--- config.mk ---
export PLATFORM = sky130hd
export DESIGN_NAME = blk_dma_chan
export DESIGN_NICKNAME = d
export VERILOG_FILES = /design/src/rtl/blk_dma_pkg.sv /design/src/rtl/dma_hw_fifo.sv /design/src/rtl/dma_burst_ctl.sv /design/src/rtl/blk_dma_chan.sv
export SDC_FILE = /design/constraint.sdc
export NUM_CORES = 1
export LEC_CHECK = 0
export ABC_CLOCK_PERIOD_IN_PS = 5800
export BUFFER_PORTS_ARGS = -buffer_cell sky130_fd_sc_hd__buf_4
export CAP_MARGIN = 40
export CORE_AREA = 2 2 217 219
export CTS_CLUSTER_SIZE = 40
export DETAILED_ROUTE_END_ITERATION = 7
export DIE_AREA = 0 0 219 221
export GPL_TIMING_DRIVEN = 0
export PLACE_DENSITY_LB_ADDON = 0.1
export SETUP_SLACK_MARGIN = 0.1
export SYNTH_ARGS = -nofsm -noshare
export SYNTH_HDL_FRONTEND = slang
export SYNTH_HIERARCHICAL = 1
export SYNTH_SLANG_ARGS = --single-unit
--- constraint.sdc ---
create_clock -name clk_i -period 5.8 [get_ports clk_i]
set_clock_uncertainty 0.15 [all_clocks]
set_input_delay 0.87 -clock clk_i [delete_from_list [all_inputs] [get_ports clk_i]]
set_output_delay 0.87 -clock clk_i [all_outputs]
set_load 0.02 [all_outputs]
--- src/rtl/blk_dma_pkg.sv ---
`timescale 1ns/1ps
package blk_dma_pkg;
  typedef enum logic [2:0] {
    RA_MODE = 3'd0,
    RA_LOAD = 3'd1,
    RA_CUR  = 3'd2,
    RA_BCNT = 3'd3,
    RA_FIFO = 3'd4
  } reg_idx_e;

  localparam int SB_EMPTY = 5;
  localparam int SB_PEND  = 6;
  localparam int SB_ERR   = 7;
  localparam int MB_DIR   = 8;
  localparam int MB_EN    = 9;
  localparam int MB_IE    = 10;
  localparam int MB_CLR   = 11;
  localparam int MB_ECLR  = 12;
endpackage

--- src/rtl/dma_hw_fifo.sv ---
`timescale 1ns/1ps
module dma_hw_fifo #(
  parameter int DW    = 16,
  parameter int DEPTH = 32,
  localparam int PW   = $clog2(DEPTH),
  localparam int LW   = $clog2(DEPTH + 1)
) (
  input  logic          clk_i,
  input  logic          rst_ni,
  input  logic          clr_i,
  input  logic          push_i,
  input  logic [DW-1:0] pdata_i,
  input  logic          pop_i,
  output logic [DW-1:0] head_o,
  output logic [LW-1:0] level_o,
  output logic          full_o,
  output logic          empty_o
);
  logic [DW-1:0] mem_q [DEPTH];
  logic [PW-1:0] wp_q, rp_q;
  logic [LW-1:0] lvl_q;

  function automatic logic [PW-1:0] nxt(input logic [PW-1:0] p);
    return (p == PW'(DEPTH - 1)) ? '0 : p + 1'b1;
  endfunction

  always_ff @(posedge clk_i) begin
    if (push_i && !clr_i) mem_q[wp_q] <= pdata_i;
  end

  always_ff @(posedge clk_i or negedge rst_ni) begin
    if (!rst_ni) begin
      wp_q  <= '0;
      rp_q  <= '0;
      lvl_q <= '0;
    end else if (clr_i) begin
      wp_q  <= '0;
      rp_q  <= '0;
      lvl_q <= '0;
    end else begin
      if (push_i) wp_q <= nxt(wp_q);
      if (pop_i)  rp_q <= nxt(rp_q);
      if (push_i && !pop_i)      lvl_q <= lvl_q + 1'b1;
      else if (pop_i && !push_i) lvl_q <= lvl_q - 1'b1;
    end
  end

  assign head_o  = mem_q[rp_q];
  assign level_o = lvl_q;
  assign full_o  = (lvl_q == LW'(DEPTH));
  assign empty_o = (lvl_q == '0);

  p_no_overflow_r11: assert property (@(posedge clk_i) disable iff (!rst_ni)
    (push_i && full_o && !clr_i) |-> pop_i);
  p_no_underflow_r11: assert property (@(posedge clk_i) disable iff (!rst_ni)
    (pop_i && !clr_i) |-> !empty_o);
endmodule

--- src/rtl/dma_burst_ctl.sv ---
`timescale 1ns/1ps
module dma_burst_ctl #(
  parameter int BEATS = 32,
  localparam int BW   = $clog2(BEATS)
) (
  input  logic          clk_i,
  input  logic          rst_ni,
  input  logic          start_i,
  input  logic          abort_i,
  input  logic          ack_i,
  output logic          busy_o,
  output logic [BW-1:0] beat_o,
  output logic          beat_ok_o,
  output logic          done_o
);
  logic          busy_q;
  logic [BW-1:0] beat_q;
  logic          last;

  assign last      = (beat_q == BW'(BEATS - 1));
  assign beat_ok_o = busy_q && ack_i && !abort_i;
  assign done_o    = beat_ok_o && last;

  always_ff @(posedge clk_i or negedge rst_ni) begin
    if (!rst_ni) begin
      busy_q <= 1'b0;
      beat_q <= '0;
    end else if (abort_i) begin
      busy_q <= 1'b0;
      beat_q <= '0;
    end else if (!busy_q) begin
      if (start_i) busy_q <= 1'b1;
      beat_q <= '0;
    end else if (ack_i) begin
      if (last) begin
        busy_q <= 1'b0;
        beat_q <= '0;
      end else begin
        beat_q <= beat_q + 1'b1;
      end
    end
  end

  assign busy_o = busy_q;
  assign beat_o = beat_q;

  p_req_hold_r3: assert property (@(posedge clk_i) disable iff (!rst_ni)
    (busy_q && !ack_i && !abort_i) |=> (busy_q && $stable(beat_q)));
  p_beat_step_r3: assert property (@(posedge clk_i) disable iff (!rst_ni)
    (busy_q && ack_i && !abort_i && !last) |=> (beat_q == $past(beat_q) + 1'b1));
endmodule

--- src/rtl/blk_dma_chan.sv ---
`timescale 1ns/1ps
module blk_dma_chan
  import blk_dma_pkg::*;
#(
  parameter int AW        = 32,
  parameter int DW        = 16,
  parameter int BLK_BYTES = 64,
  parameter int CNT_W     = 16,
  localparam int HW_BLK   = BLK_BYTES / (DW / 8),
  localparam int OFS_W    = $clog2(BLK_BYTES),
  localparam int LW       = $clog2(HW_BLK + 1),
  localparam int BW       = $clog2(HW_BLK)
) (
  input  logic          clk_i,
  input  logic          rst_ni,
  input  logic          reg_we_i,
  input  logic          reg_re_i,
  input  logic [2:0]    reg_addr_i,
  input  logic [AW-1:0] reg_wdata_i,
  output logic [AW-1:0] reg_rdata_o,
  input  logic          per_push_i,
  input  logic [DW-1:0] per_pdata_i,
  output logic          per_space_o,
  input  logic          per_pop_i,
  output logic [DW-1:0] per_data_o,
  output logic          per_avail_o,
  output logic          mem_req_o,
  output logic          mem_we_o,
  output logic [AW-1:0] mem_addr_o,
  output logic [DW-1:0] mem_wdata_o,
  input  logic [DW-1:0] mem_rdata_i,
  input  logic          mem_ack_i,
  output logic          irq_o
);
  logic             dir_q, en_q, ie_q, pend_q, err_q;
  logic [AW-1:0]    load_q, cur_q;
  logic [CNT_W-1:0] bcnt_q;

  logic          f_push, f_pop, f_full, f_empty;
  logic [DW-1:0] f_pdata, f_head;
  logic [LW-1:0] f_level;
  logic          busy, beat_ok, blk_done;
  logic [BW-1:0] beat;

  reg_idx_e ridx;
  assign ridx = reg_idx_e'(reg_addr_i);

  logic mode_wr, clr_wr, eclr_wr, bcnt_wr, load_wr;
  logic sw_acc, sw_push, sw_pop, err_set, running, abort, start;

  assign mode_wr = reg_we_i && ridx == RA_MODE;
  assign clr_wr  = mode_wr && reg_wdata_i[MB_CLR];
  assign eclr_wr = mode_wr && reg_wdata_i[MB_ECLR];
  assign bcnt_wr = reg_we_i && ridx == RA_BCNT;
  assign load_wr = reg_we_i && ridx == RA_LOAD;

  // software FIFO port: locked out while the memory side owns the FIFO
  assign sw_acc  = (reg_we_i || reg_re_i) && ridx == RA_FIFO;
  assign sw_push = sw_acc && reg_we_i && !busy && !f_full;
  assign sw_pop  = sw_acc && reg_re_i && !reg_we_i && !busy && !f_empty;
  assign err_set = sw_acc && (busy || (reg_we_i && f_full) ||
                              (reg_re_i && !reg_we_i && f_empty));

  assign running = en_q && (bcnt_q != '0);
  assign abort   = !running || bcnt_wr || clr_wr || (mode_wr && !reg_wdata_i[MB_EN]);
  assign start   = running && (dir_q ? f_full : f_empty);

  assign per_space_o = dir_q && !f_full && !sw_acc;
  assign per_avail_o = !dir_q && !f_empty && !sw_acc;

  assign f_push  = sw_push || (dir_q ? (per_push_i && per_space_o) : beat_ok);
  assign f_pop   = sw_pop || (dir_q ? beat_ok : (per_pop_i && per_avail_o));
  assign f_pdata = sw_push ? reg_wdata_i[DW-1:0] : (dir_q ? per_pdata_i : mem_rdata_i);

  dma_hw_fifo #(.DW(DW), .DEPTH(HW_BLK)) i_fifo (
    .clk_i, .rst_ni,
    .clr_i  (clr_wr),
    .push_i (f_push),
    .pdata_i(f_pdata),
    .pop_i  (f_pop),
    .head_o (f_head),
    .level_o(f_level),
    .full_o (f_full),
    .empty_o(f_empty)
  );

  dma_burst_ctl #(.BEATS(HW_BLK)) i_burst (
    .clk_i, .rst_ni,
    .start_i  (start),
    .abort_i  (abort),
    .ack_i    (mem_ack_i),
    .busy_o   (busy),
    .beat_o   (beat),
    .beat_ok_o(beat_ok),
    .done_o   (blk_done)
  );

  always_ff @(posedge clk_i or negedge rst_ni) begin
    if (!rst_ni) begin
      dir_q  <= 1'b0;
      en_q   <= 1'b0;
      ie_q   <= 1'b0;
      pend_q <= 1'b0;
      err_q  <= 1'b0;
      load_q <= '0;
      cur_q  <= '0;
      bcnt_q <= '0;
    end else begin
      if (mode_wr) begin
        en_q <= reg_wdata_i[MB_EN];
        ie_q <= reg_wdata_i[MB_IE];
        if (!en_q) dir_q <= reg_wdata_i[MB_DIR];
      end
      if (err_set)      err_q <= 1'b1;
      else if (eclr_wr) err_q <= 1'b0;
      if (load_wr) load_q <= {reg_wdata_i[AW-1:OFS_W], {OFS_W{1'b0}}};
      if (bcnt_wr) begin
        bcnt_q <= reg_wdata_i[CNT_W-1:0];
        if (reg_wdata_i[CNT_W-1:0] != '0) begin
          cur_q  <= load_q;
          pend_q <= 1'b0;
        end
      end else if (blk_done) begin
        bcnt_q <= bcnt_q - 1'b1;
        cur_q  <= cur_q + AW'(BLK_BYTES);
        if (bcnt_q == CNT_W'(1) && ie_q) pend_q <= 1'b1;
      end
    end
  end

  always_comb begin
    reg_rdata_o = '0;
    unique case (ridx)
      RA_MODE: begin
        reg_rdata_o[LW-2:0]   = f_level[LW-2:0];
        reg_rdata_o[SB_EMPTY] = f_empty;
        reg_rdata_o[SB_PEND]  = pend_q;
        reg_rdata_o[SB_ERR]   = err_q;
        reg_rdata_o[MB_DIR]   = dir_q;
        reg_rdata_o[MB_EN]    = en_q;
        reg_rdata_o[MB_IE]    = ie_q;
      end
      RA_LOAD: reg_rdata_o = load_q;
      RA_CUR:  reg_rdata_o = cur_q;
      RA_BCNT: reg_rdata_o = AW'(bcnt_q);
      RA_FIFO: reg_rdata_o = AW'(f_head);
      default: reg_rdata_o = '0;
    endcase
  end

  assign per_data_o  = f_head;
  assign mem_wdata_o = f_head;
  assign mem_req_o   = busy;
  assign mem_we_o    = dir_q;
  assign mem_addr_o  = cur_q | AW'({beat, 1'b0});
  assign irq_o       = pend_q;

  p_pend_at_tc_r6: assert property (@(posedge clk_i) disable iff (!rst_ni)
    $rose(pend_q) |-> (bcnt_q == '0));
  p_idle_at_zero_r5: assert property (@(posedge clk_i) disable iff (!rst_ni)
    (bcnt_q == '0) |-> !mem_req_o);
  p_idle_disabled_r8: assert property (@(posedge clk_i) disable iff (!rst_ni)
    !en_q |-> !mem_req_o);
  p_dir_locked_r9: assert property (@(posedge clk_i) disable iff (!rst_ni)
    (en_q && $past(en_q)) |-> $stable(dir_q));
endmodule

==> Yosys cells after proc, flatten, opt, wreduce, memory -nomap -nowiden <==
Memory sizes are Yosys's and may differ from the RTL's.
Cells that the tools add are included.
{ "word_totals": {"ff_bits": 101, "ramBits": 512, "inputBits": 74, "output_inout_bits": 101, "word_cells": 138, "n_memories": 1} }
{ "op_classes": {"add_sub_neg": 7, "n_eq_ne": 11, "mux": 38, "n_bitwise": 2, "n_reduce_logical": 66} }
{ "memory_table": {"columns": ["name", "depth", "word_bits", "read_ports", "rd_ports_with_merged_regs", "write_ports", "line_no", "text"], "rows": [
  ["i_fifo.mem_q", 32, 16, 1, 0, 1, "dma_hw_fifo.sv:19", "logic [DW-1:0] mem_q [DEPTH];"]
]} }
{ "op_table": {"columns": ["cell", "n"], "rows": [
  ["2-to-1 mux 32 bit", 3],
  ["one-hot mux 21 bit (4 select lines)", 1],
  ["2-to-1 mux 16 bit", 4],
  ["one-hot mux 11 bit (5 select lines)", 1],
  ["2-to-1 mux 5 bit", 10],
  ["logical AND 1 bit", 33],
  ["adder 32 x 7 -> 32 bit (second input constant)", 1],
  ["OR 32 x 6 -> 32 bit", 1],
  ["nonzero test 16 bit", 2],
  ["2-to-1 mux 6 bit", 3],
  ["== test 16 x 1 -> 1 bit (second input constant)", 1],
  ["2-to-1 mux 1 bit", 16],
  ["subtractor 16 x 1 -> 16 bit (second input constant)", 1],
  ["adder 5 x 1 -> 5 bit (second input constant)", 3],
  ["== test 5 bit (second input constant)", 3],
  ["zero test 1 bit", 12],
  ["nonzero test 2 bit", 5],
  ["logical OR 1 bit", 8],
  ["adder 6 x 1 -> 6 bit (second input constant)", 1],
  ["== test 3 x 2 -> 1 bit (second input constant)", 2],
  ["== test 6 bit (second input constant)", 1],
  ["zero test 6 bit", 1],
  ["subtractor 6 x 1 -> 6 bit (second input constant)", 1],
  ["AND reduction 2 bit", 2],
  ["other kinds (8)", 8]
]} }

==> Depth between registers and ports, before layout <==
Gate-level depths: netlist (run 1).
{ "depth": {"ltp_word": 15, "ltp_mapped": 18, "ltp_nobuf": 17} }

==> Modules after synthesis <==
The synthesis (run 1) kept the hierarchy.
{ "by_module_without_submodules": {"columns": ["mod", "instances", "cells_each", "area_each_um2"], "rows": [
  ["dma_hw_fifo", 1, 1257, 21119.0],
  ["blk_dma_chan", 1, 571, 4946.0],
  ["dma_burst_ctl", 1, 32, 326.6]
]} }

==> Worst setup path before layout (run 1) <==
Ideal clock, no wire load.
{ "synth_timing": {"kind": "in2reg", "startpoint": "in reg_addr_i[2]", "endpoint": "reg i_fifo.lvl_q[4], in the netlist i_fifo/level_o[4]", "setup_ns": 0.122, "t_arrival_ns": 4.161, "setup_slack_ns": 1.368, "cell_stages": 17, "path_buffers": 3, "cell_sequence": "buf_2 nand4b_1 clkbuf_1 clkbuf_1 nand4_1 nand2b_1 nor2_1 inv_1 o21ai_0 a31o_2 ha_1 inv_1 ha_1 nor2b_1 o21a_1 or3_1 a32o_1"} }
{ "synth_via": {"elab_cells_between_ends": 36, "cone_classes": "eq/ne: 2; mux: 4; reduce/logical: 30"} }
{ "synth_rtl": {"columns": ["item", "line_no", "text"], "rows": [
  ["from (decl)", "blk_dma_chan.sv:18", "input logic [2:0] reg_addr_i,"],
  ["== test 3 x 2 -> 1 bit / zero test 3 bit (equally long branches)", "blk_dma_chan.sv:54, blk_dma_chan.sv:51", null],
  ["logical AND 1 bit, on equally long branches", "blk_dma_chan.sv:54, blk_dma_chan.sv:51", null],
  ["logical OR 1 bit / logical AND 1 bit (equally long branches)", "blk_dma_chan.sv:65, blk_dma_chan.sv:52", null],
  ["logical OR 1 bit", "blk_dma_chan.sv:65", "assign abort = !running || bcnt_wr || clr_wr || (mode_wr && !reg_wdata_i[MB_EN]);"],
  ["logical OR 1 bit *", "blk_dma_chan.sv:65", null],
  ["net abort", "blk_dma_chan.sv:49", "logic sw_acc, sw_push, sw_pop, err_set, running, abort, start;"],
  ["zero test 1 bit *", "dma_burst_ctl.sv:21", "assign beat_ok_o = busy_q && ack_i && !abort_i;"],
  ["logical AND 1 bit *", "dma_burst_ctl.sv:21", null],
  ["net beat_ok", "blk_dma_chan.sv:42", "logic busy, beat_ok, blk_done;"],
  ["2-to-1 mux 1 bit *", "blk_dma_chan.sv:71", "assign f_push = sw_push || (dir_q ? (per_push_i && per_space_o) : beat_ok);"],
  ["logical OR 1 bit *", "blk_dma_chan.sv:71", null],
  ["net f_push", "blk_dma_chan.sv:39", "logic f_push, f_pop, f_full, f_empty;"],
  ["logical AND 1 bit / zero test 1 bit (equally long branches)", "dma_hw_fifo.sv:43, dma_hw_fifo.sv:44", null],
  ["2-to-1 mux 6 bit / logical AND 1 bit (equally long branches)", "dma_hw_fifo.sv:43, dma_hw_fifo.sv:44", null],
  ["2-to-1 mux 6 bit / nonzero test 3 bit (equally long branches)", null, null],
  ["to (signal assigned)", "dma_hw_fifo.sv:43", "if (push_i && !pop_i) lvl_q <= lvl_q + 1'b1;"],
  ["to (signal assigned)", "dma_hw_fifo.sv:44", "else if (pop_i && !push_i) lvl_q <= lvl_q - 1'b1;"],
  ["to (decl)", "dma_hw_fifo.sv:21", "logic [LW-1:0] lvl_q;"]
]} }
Mark *: on every way through the listed nets, which the timed path passes. The rest lies on a longest branch.
A chain may end at the register's enable or synchronous reset.

==> Worst setup path in the final report (run 1) <==
{ "layout_timing": {"startpoint": "in reg_addr_i[0]", "endpoint": "mem i_fifo.mem_q[13][3] (enable)"} }
{ "layout_via": {"elab_chain_len": 12, "elab_cells_between_ends": 25, "cone_classes": "eq/ne: 2; mux: 3; reduce/logical: 20"} }
{ "layout_lines": {"columns": ["item", "line_no", "text"], "rows": [
  ["== test 3 x 2 -> 1 bit / zero test 3 bit (equally long branches)", "blk_dma_chan.sv:54, blk_dma_chan.sv:51", null],
  ["logical AND 1 bit, on equally long branches", "blk_dma_chan.sv:54, blk_dma_chan.sv:51", null],
  ["logical OR 1 bit / logical AND 1 bit (equally long branches)", "blk_dma_chan.sv:65, blk_dma_chan.sv:52", null],
  ["logical OR 1 bit", "blk_dma_chan.sv:65", null],
  ["logical OR 1 bit *", "blk_dma_chan.sv:65", null],
  ["net abort", "blk_dma_chan.sv:49", null],
  ["zero test 1 bit *", "dma_burst_ctl.sv:21", null],
  ["logical AND 1 bit *", "dma_burst_ctl.sv:21", null],
  ["net beat_ok", "blk_dma_chan.sv:42", null],
  ["2-to-1 mux 1 bit *", "blk_dma_chan.sv:71", null],
  ["logical OR 1 bit *", "blk_dma_chan.sv:71", null],
  ["net f_push", "blk_dma_chan.sv:39", null],
  ["logical AND 1 bit *", "dma_hw_fifo.sv:28", "if (push_i && !clr_i) mem_q[wp_q] <= pdata_i;"],
  ["2-to-1 mux 1 bit *", "dma_hw_fifo.sv:28", null],
  ["2-to-1 mux 1 bit (not written as such) *", "dma_hw_fifo.sv:28", null],
  ["to (decl)", "dma_hw_fifo.sv:19", null]
]} }
Marked as above.

==> tab_implementation.tex, run 1 <==
\begin{tabular}{lr}
\hline
Metric & Value \\
\hline
\multicolumn{2}{l}{\textbf{Setup path}} \\
\quad Critical-path maximum fanout & 10 \\
\quad Worst endpoint data arrival time & approximately 5600 ps \\
\quad R2R Path Start & bcnt\_q[7] \\
\quad Worst path required time & between 5000 and 6000 ps \\
\quad Crit end category & flip-flop \\
\quad Start point of the critical path & reg\_addr\_i[0] \\
\quad Critical Setup Path Class & in2reg \\
\quad R2R setup slack & $\sim$790 ps \\
\quad Worst-case reg-to-reg path depth & 15 \\
\quad Critical Path Start Type & primary input \\
\quad Destination of the worst register-to-register timing path & i\_fifo/level\_o[4] \\
\multicolumn{2}{l}{\textbf{Cells and area}} \\
\quad Number of fillers in the final layout & around 3200 \\
\quad Area grow syn2layout & 18.71\% \\
\quad Fraction of layout instances using a drive strength above 1 & 22.00\% \\
\quad Final core utilization & between 60\% and 70\% \\
\quad Number of nets in the layout & 2235 \\
\quad Ant. Diodes & 0 \\
\multicolumn{2}{l}{\textbf{Synth}} \\
\quad Most area-consuming cells after synthesis & edfxtp\_1, mux2i\_1, dfrtp\_1 \\
\quad Post-Synthesis Mean Instance Area & between 10 and 15 um2 \\
\quad Share of async-settable or async-resettable flops after synthesis & between 10\% and 20\% \\
\quad Most frequent cells after synthesis & edfxtp\_1, mux2i\_1, nor2\_1 \\
\quad Number of warnings issued by yosys & 6 \\
\quad Synthesis-stage register bit count & slightly above 600 \\
\quad Cell with the most instances after synthesis & edfxtp\_1 \\
\quad Most instantiated flip-flop cell in the synthesis netlist & edfxtp\_1 \\
\quad Sequential cell area fraction in the yosys report & 67.26\% \\
\quad Post-synth top area share & between 50\% and 60\% \\
\quad Number of distinct library cells after synthesis & roughly 70 \\
\quad Mapped cell area & between 20000 and 30000 um2 \\
\quad Post-synthesis net count & around 2000 \\
\quad Cell taking the most area after synthesis & edfxtp\_1 \\
\quad Number of instances in the synthesized netlist & about 1900 \\
\quad EDFF count, synth & approximately 510 \\
\multicolumn{2}{l}{\textbf{Power and ir drop}} \\
\quad PwrDens & $\sim$470 nW/um2 \\
\quad Cell internal power dissipation & between 9 and 10 mW \\
\quad Relative contribution of combinational cells to total power & 38.8\% \\
\quad Switching Fraction & a little under two fifths \\
\quad Leak pwr & about 12 nW \\
\quad Seq pwr share & a little over a third \\
\quad VDD IR-drop max & around 0.6 mV \\
\quad Clock network fraction of total power & $\sim$25\% \\
\quad Sw Pwr & between 5 and 6 mW \\
\multicolumn{2}{l}{\textbf{Timing}} \\
\quad Slew margin rel. & $\sim$33\% \\
\quad Final worst path period share & between 90\% and 100\% \\
\quad Max-slew violation count & 0 \\
\quad Setup repair after global routing missed its margin & no \\
\quad Worst hold margin & approximately 60 ps \\
\quad Final Hold Vio Count & 0 \\
\quad Slew @ Worst Pin & roughly 1000 ps \\
\quad Number of endpoints failing setup at the final stage & 0 \\
\quad Maximum clock rate & around 0.18 GHz \\
\quad Final period demand of the worst path & around 5500 ps \\
\multicolumn{2}{l}{\textbf{Route}} \\
\quad Met3 wire length & around 7400 um \\
\quad Wire length on met2 & 34860 um \\
\quad Top layer reached by signal wires & met5 \\
\quad Iter 0 DRT Violations & slightly above 2000 \\
\quad DR vias & $\sim$18000 \\
\quad Detail-routed net length per standard cell & approximately 27 um \\
\quad Number of routed nets with antenna violations & 0 \\
\quad Post-Route WL & 75490 um \\
\quad DRC errors left & 0 \\
\quad M1 wire length & 30070 um \\
\quad Pre-antenna DRT Iters & 5 \\
\quad Ratio of routed vias to standard cells & 6.279 \\
\multicolumn{2}{l}{\textbf{Die}} \\
\quad Y dimension of the die & about 220 um \\
\quad Floorplan Core Area & 46060 um2 \\
\quad Full die area & roughly 48000 um2 \\
\quad I/O pin count & roughly 180 \\
\quad Initial cell density of the core & roughly 57\% \\
\quad Die boundary width & approximately 220 um \\
\quad Number of placement rows & 79 \\
\multicolumn{2}{l}{\textbf{Global routing}} \\
\quad Tot GR Track Use & between 30\% and 40\% \\
\quad Antenna violations before repair & 2 \\
\quad GR Overflow Total & 0 \\
\quad Pin count of the biggest net entering global routing & 60 \\
\quad Via count of the first global-routing pass & 16620 \\
\quad Wire length of the first global-routing pass & approximately 110000 um \\
\multicolumn{2}{l}{\textbf{Job}} \\
\quad Maximum capacitance violations & 0 \\
\multicolumn{2}{l}{\textbf{CTS}} \\
\quad Clock tree from TritonCTS & built \\
\quad Total clock sinks & $\sim$610 \\
\quad Setup fix buffers added after clock tree synthesis & 0 \\
\quad Resize count post-CTS & 0 \\
\quad CTS Buffer Depth & 3 \\
\quad Clk slew on worst S/H paths & $\sim$60 ps \\
\quad CTS buffer count & slightly above 60 \\
\quad Clk\_lat worst skew & $\sim$640 ps \\
\quad H-Tree Depth & 2 \\
\quad Root Buffer Master & clkbuf\_16 \\
\quad Post-cts hold buffer count & 0 \\
\multicolumn{2}{l}{\textbf{Outcome}} \\
\quad Result of the run & finished clean \\
\multicolumn{2}{l}{\textbf{Placement}} \\
\quad Detailed Place HPWL & between 50000 and 60000 um \\
\quad Final GP Congestion & between 0.9 and 1 \\
\quad Input/output buffers & around 170 \\
\multicolumn{2}{l}{\textbf{Worst hold path}} \\
\quad Worst min-delay path category & in2async \\
\hline
\end{tabular}
[through the flow]
step	worst slack [ps]	power, mW	setup TNS [ps]	instances	instance area, um2
final	342.3	14.80	0	2802	31330
after global routing	148.5	15.25	0	2802	31330
after CTS	542.0	14.75	0	2802	31330
after detailed placement	-68.31	11.08	-1449	2687	29460
after global placement	-355.6	10.85	-136220	2636	28420
after floorplan	1368	8.662	0	1860	26390
[power by group through the flow]
stage               clock network (mW)  registers [mW]  logic (mW)
floorplan                            0            5.41        3.25
global placement                     0            5.45        5.40
detailed placement                   0            5.43        5.65
CTS                               3.74            5.34        5.67
global route                      3.91            5.37        5.97
finish                            3.70            5.35        5.75
[per-layer routing]
metal | track usage, % | vias up
met1 | 44.18 | 8817
met4 | 12.58 | 2
met3 | 5.430 | 162
li1 | - | 7689
met2 | 48.02 | 925
met5 | 0 | -
[flip-flops by register name, indices dropped and copies added, names as in the netlist]
register        count
ie_q                1
i_burst/busy_o      1
i_fifo/level_o      6
irq_o               1
i_fifo/rp_q         5
err_q               1
mem_we_o            1
i_fifo/mem_q      512
en_q                1
bcnt_q             16
i_fifo/wp_q         5
load_q             26
cur_q              26
i_burst/beat_o      5
[placed cells by master (no fill, tap or decap), drive strengths merged, types with 16 or more instances in the layout]
cell type,n
a22o,18
o21ai,43
clkbuf,111
nand3,84
nand4,30
inv,20
a21oi,85
nand2,114
edfxtp,512
buf,311
dfrtp,95
mux2,35
mux2i,288
nor2,121
nor3,16
clkinv,34
ha,17
a22oi,102
[cell type report]
type | count | area, um2 | area share [%]
clock buffer | 72 | 1568 | 5.004
inverter | 17 | 66.31 | 0.2117
clock inverter | 43 | 299.0 | 0.9545
tap | 607 | 759.5 | 2.424
buffer | 130 | 772.0 | 2.464
sequential | 607 | 17750 | 56.66
multi-input combinational | 1106 | 8021 | 25.60
timing repair buffer | 220 | 2091 | 6.674
[critical path, cell delays in order]
cell      delay, ps
buf_4           120
buf_2           180
nand4b_1        250
clkbuf_1        410
clkbuf_1        490
nand4_1         270
nand2b_1        330
nor2_1          360
inv_1            70
o21ai_0         180
a31o_2          260
nor2b_1         290
nand2_1         420
nor2_1          790
buf_4           320
[worst max-delay path by stage]
stage / to / cells after the start
after floorplan: i_fifo/level_o[4] / 17
after global placement: i_fifo/mem_q[10][5] / 14
final: i_fifo/mem_q[13][3] / 15
after CTS: i_fifo/mem_q[13][3] / 15
after detailed placement: i_fifo/mem_q[13][3] / 15
after global routing: i_fifo/mem_q[13][3] / 15
[cells by family (layout without fill, tap and decap cells)]
logic type	count (synthesis)	after routing	synth area share, %
buffers and inverters	147	482	3.176
xor gates and xnor gates	17	17	0.5642
AOI/OAI and AO/OA	301	301	7.514
other	1	1	0.01421
DFF	607	607	67.26
muxes	323	323	12.42
and+or+nand+nor	446	446	8.169
adders and majority gates	18	18	0.8818
No activity file was read; power rests on OpenSTA's default activity.
==> inputs of run 2 (changes only) <==
--- a/config.mk
+++ b/config.mk
@@ -5,7 +5,7 @@
 export SDC_FILE = /design/constraint.sdc
 export NUM_CORES = 1
 export LEC_CHECK = 0
-export ABC_CLOCK_PERIOD_IN_PS = 5800
+export ABC_CLOCK_PERIOD_IN_PS = 5500
 export BUFFER_PORTS_ARGS = -buffer_cell sky130_fd_sc_hd__buf_4
 export CAP_MARGIN = 40
 export CORE_AREA = 2 2 217 219
@@ -15,6 +15,7 @@
 export GPL_TIMING_DRIVEN = 0
 export PLACE_DENSITY_LB_ADDON = 0.1
 export SETUP_SLACK_MARGIN = 0.1
+export SLEW_MARGIN = 20
 export SYNTH_ARGS = -nofsm -noshare
 export SYNTH_HDL_FRONTEND = slang
 export SYNTH_HIERARCHICAL = 1
==> constraint.sdc (replaced) <==
create_clock -name clk_i -period 5.5 [get_ports clk_i]
set_clock_uncertainty 0.15 [all_clocks]
set_input_delay 0.825 -clock clk_i [delete_from_list [all_inputs] [get_ports clk_i]]
set_output_delay 0.825 -clock clk_i [all_outputs]
set_load 0.02 [all_outputs]
==> run 2 against run 1 <==
  * Combinational power increased by 5.7%
  * Power increased by 5.4%
  * Cell area increased by 0.26%
  * Die area unchanged
  * Via count about the same
  * Count of clock-buffer cells in the layout unchanged
  * Final cell count about the same
  * Critical path type unchanged
  * Critical endpoint is now i_fifo/mem_q[10][6]
  * Largest cell class unchanged
  * Largest power group unchanged
  * Highest routed layer is now met4
==> tab_implementation.tex, run 2 (synthesis gave the netlist of run 1 again) <==
\begin{tabular}{lr}
\hline
Metric & Value \\
\hline
\multicolumn{2}{l}{\textbf{CTS}} \\
\quad Total clock sinks & 607 (unchanged) \\
\quad Clk slew on worst S/H paths & 60 ps (about the same) \\
\quad Root Buffer Master & clkbuf\_16 \\
\quad H-Tree Depth & 2 (unchanged) \\
\quad Clk\_lat worst skew & 640 ps (about the same) \\
\quad Clock tree from TritonCTS & built \\
\quad CTS Buffer Depth & 3 (unchanged) \\
\quad CTS buffer count & 60 (-1.6\%) \\
\multicolumn{2}{l}{\textbf{Die}} \\
\quad I/O pin count & 175 (unchanged) \\
\quad Full die area & 48400 um2 (unchanged) \\
\quad Initial cell density of the core & 57.30\% (unchanged) \\
\quad Number of placement rows & 79 (unchanged) \\
\quad Y dimension of the die & 221 um (unchanged) \\
\quad Floorplan Core Area & 46060 um2 (unchanged) \\
\quad Die boundary width & 219 um (unchanged) \\
\multicolumn{2}{l}{\textbf{Cells and area}} \\
\quad Leading cell types in the layout, fill and taps excluded & edfxtp\_1, mux2i\_1, buf\_4, nand2\_1, a22oi\_1 \\
\quad Number of flip-flops in the largest register & 512 (unchanged) \\
\quad Final core utilization & 68.19\% (+0.18 points) \\
\quad Most frequent standard cell in the layout excluding fill and tap cells & edfxtp\_1 \\
\quad Area grow syn2layout & 19.02\% \\
\quad Largest register by flop count & i\_fifo/mem\_q \\
\quad Number of nets in the layout & 2235 (unchanged) \\
\quad Fraction of layout instances using a drive strength above 1 & 22.45\% (+0.44 points) \\
\quad Final Non-Filler Cells & 2801 (-0.036\%) \\
\quad Number of fillers in the final layout & 3216 (-0.92\%) \\
\quad Cell area after layout & 31410 um2 (+0.26\%) \\
\quad Registers with the most flip-flops & i\_fifo/mem\_q (512), cur\_q (26), load\_q (26) \\
\multicolumn{2}{l}{\textbf{Power and ir drop}} \\
\quad Seq pwr share & 36.1\% (about the same) \\
\quad Cell internal power dissipation & 9.792 mW (+5.3\%) \\
\quad Leak pwr & 11.58 nW (about the same) \\
\quad Clock network fraction of total power & 24.9\% (about the same) \\
\quad Post-layout total power & 15.60 mW (+5.4\%) \\
\quad Relative contribution of combinational cells to total power & 39.0\% (+0.2 points) \\
\quad VDD IR-drop max & 0.5819 mV (-2.6\%) \\
\quad Switching Fraction & 37.23\% (+0.067 points) \\
\quad PwrDens & 496.6 nW/um2 (+5.1\%) \\
\quad Sw Pwr & 5.807 mW (+5.6\%) \\
\multicolumn{2}{l}{\textbf{Route}} \\
\quad Post-Route WL & 75340 um (-0.20\%) \\
\quad DRC errors left & 0 (unchanged) \\
\quad Pre-antenna DRT Iters & 6 (+1) \\
\quad DR vias & 17580 (-0.085\%) \\
\quad Number of routed nets with antenna violations & 0 (unchanged) \\
\quad Ratio of routed vias to standard cells & 6.276 (about the same) \\
\quad Iter 0 DRT Violations & 1898 (-6.0\%) \\
\quad Detail-routed net length per standard cell & 26.90 um (-0.16\%) \\
\multicolumn{2}{l}{\textbf{Worst hold path}} \\
\quad Worst min-delay path category & in2reg \\
\multicolumn{2}{l}{\textbf{Timing}} \\
\quad Final worst path period share & about 95\% \\
\quad Number of endpoints failing setup at the final stage & 0 (unchanged) \\
\quad Slew @ Worst Pin & 906.2 ps (-91.15 ps) \\
\quad Maximum clock rate & 0.1920 GHz \\
\quad Worst hold margin & 286.0 ps (+226.1 ps) \\
\quad Final period demand of the worst path & $\sim$5200 ps \\
\quad Setup repair after global routing missed its margin & no \\
\quad Setup slack of the critical path after layout & 290.9 ps (-51.49 ps) \\
\quad Final Hold Vio Count & 0 (unchanged) \\
\quad Total Neg Setup Slack & 0 ps (unchanged) \\
\quad Max-slew violation count & 0 (unchanged) \\
\quad Slew margin rel. & 39.59\% (+6.2 points) \\
\multicolumn{2}{l}{\textbf{Placement}} \\
\quad Dpl cell area & 29400 um2 (-0.20\%) \\
\quad Final GP Congestion & 0.9605 (unchanged) \\
\quad Detailed Place HPWL & 54010 um (about the same) \\
\quad Input/output buffers & 169 (unchanged) \\
\quad Total placed cells including tap cells & 2675 (-0.45\%) \\
\quad Pre-CTS worst setup slack & -252.2 ps (-183.8 ps) \\
\multicolumn{2}{l}{\textbf{Global routing}} \\
\quad Pin count of the biggest net entering global routing & 60 (unchanged) \\
\quad Antenna violations before repair & 1 (-1) \\
\quad Tot GR Track Use & 30.94\% (-0.17 points) \\
\quad Wire length of the first global-routing pass & 108900 um (-0.45\%) \\
\quad Via count of the first global-routing pass & 16780 (+0.93\%) \\
\quad GR Overflow Total & 0 (unchanged) \\
\multicolumn{2}{l}{\textbf{Setup path}} \\
\quad Worst path required time & 5680 ps (-300 ps) \\
\quad Critical Setup Path Class & in2reg \\
\quad Critical Path Start Type & primary input \\
\quad Crit end category & flip-flop \\
\quad Critical-path maximum fanout & 10 (unchanged) \\
\quad Worst endpoint data arrival time & 5390 ps (-250 ps) \\
\multicolumn{2}{l}{\textbf{Job}} \\
\quad Maximum capacitance violations & 0 (unchanged) \\
\multicolumn{2}{l}{\textbf{Outcome}} \\
\quad Result of the run & finished clean \\
\hline
\end{tabular}
==> run 2: changes by cell type in the layout (fill, tap and decap cells not counted), moves of 2 or more <==
cell      before  now
clkinv_1      17   19
buf_4        215  200
clkbuf_8       0    2
clkinv_2      17   13
clkbuf_1      47   45
nor2_2        20   33
diode_2        0    2
buf_6         16   42
buf_8         19    7
buf_16        13   15
nor2_1       101   88
==> run 2: path summary, 6_finish.rpt <==
kind / startpoint / end / slack, ps / cells after the start
min reg2reg: err_q / err_q / 380 / 1
max: reg_addr_i[0] / i_fifo/mem_q[10][6] / 290 / 15
min: reg_wdata_i[31] / load_q[31] / 290 / 3
min in group asynchronous: rst_ni / cur_q[23] / 540 / 2
max reg2reg: bcnt_q[7] / i_fifo/level_o[4] / 540 / 15
max in group asynchronous: rst_ni / i_fifo/level_o[2] / 4030 / 3
==> run 2: what timing repair did <==
item / 4_1_cts / 5_1_grt
setup buffers: 0 / 0
hold endpoints to repair: 36 / 0
resized for setup: 0 / 0
hold buffers: 1 / 0
==> run 2: worst max-delay path, cell delays in order <==
cell	delay (ps)
buf_4	120
buf_2	180
nand4b_1	240
clkbuf_1	410
clkbuf_1	520
nand4_1	270
nand2b_1	320
nor2_1	330
inv_1	60
o21ai_0	180
a31o_2	260
nor2b_1	280
nand2_1	440
nor2_2	670
buf_6	250
==> run 2: power by group through the flow <==
stage,logic (mW),registers [mW],clock network (mW)
floorplan,3.43,5.71,0
global placement,5.70,5.74,0
detailed placement,5.96,5.73,0
global route,6.33,5.66,4.11
finish,6.08,5.64,3.88
CTS,5.99,5.63,3.92
==> run 2: final cells by class <==
cell class	instances	area [um2]	share of cell area, %
sequential	607	17750	56.52
multi-input combinational	1106	8061	25.67
timing repair buffer	221	2136	6.800
clock buffer	72	1588	5.055
buffer	130	772.0	2.458
tap	607	759.5	2.418
clock inverter	39	270.3	0.8604
inverter	17	66.31	0.2111
antenna	2	5.005	0.01593
==> run 2: per-layer routing <==
metal | up-vias | GRT usage, % | wire [um]
li1 | 7690 | - | -
met1 | 8785 | 43.79 | 29880
met2 | 945 | 47.92 | 34920
met3 | 160 | 6.076 | 7616
met4 | 0 | 11.44 | 2922
met5 | - | 0 | 0
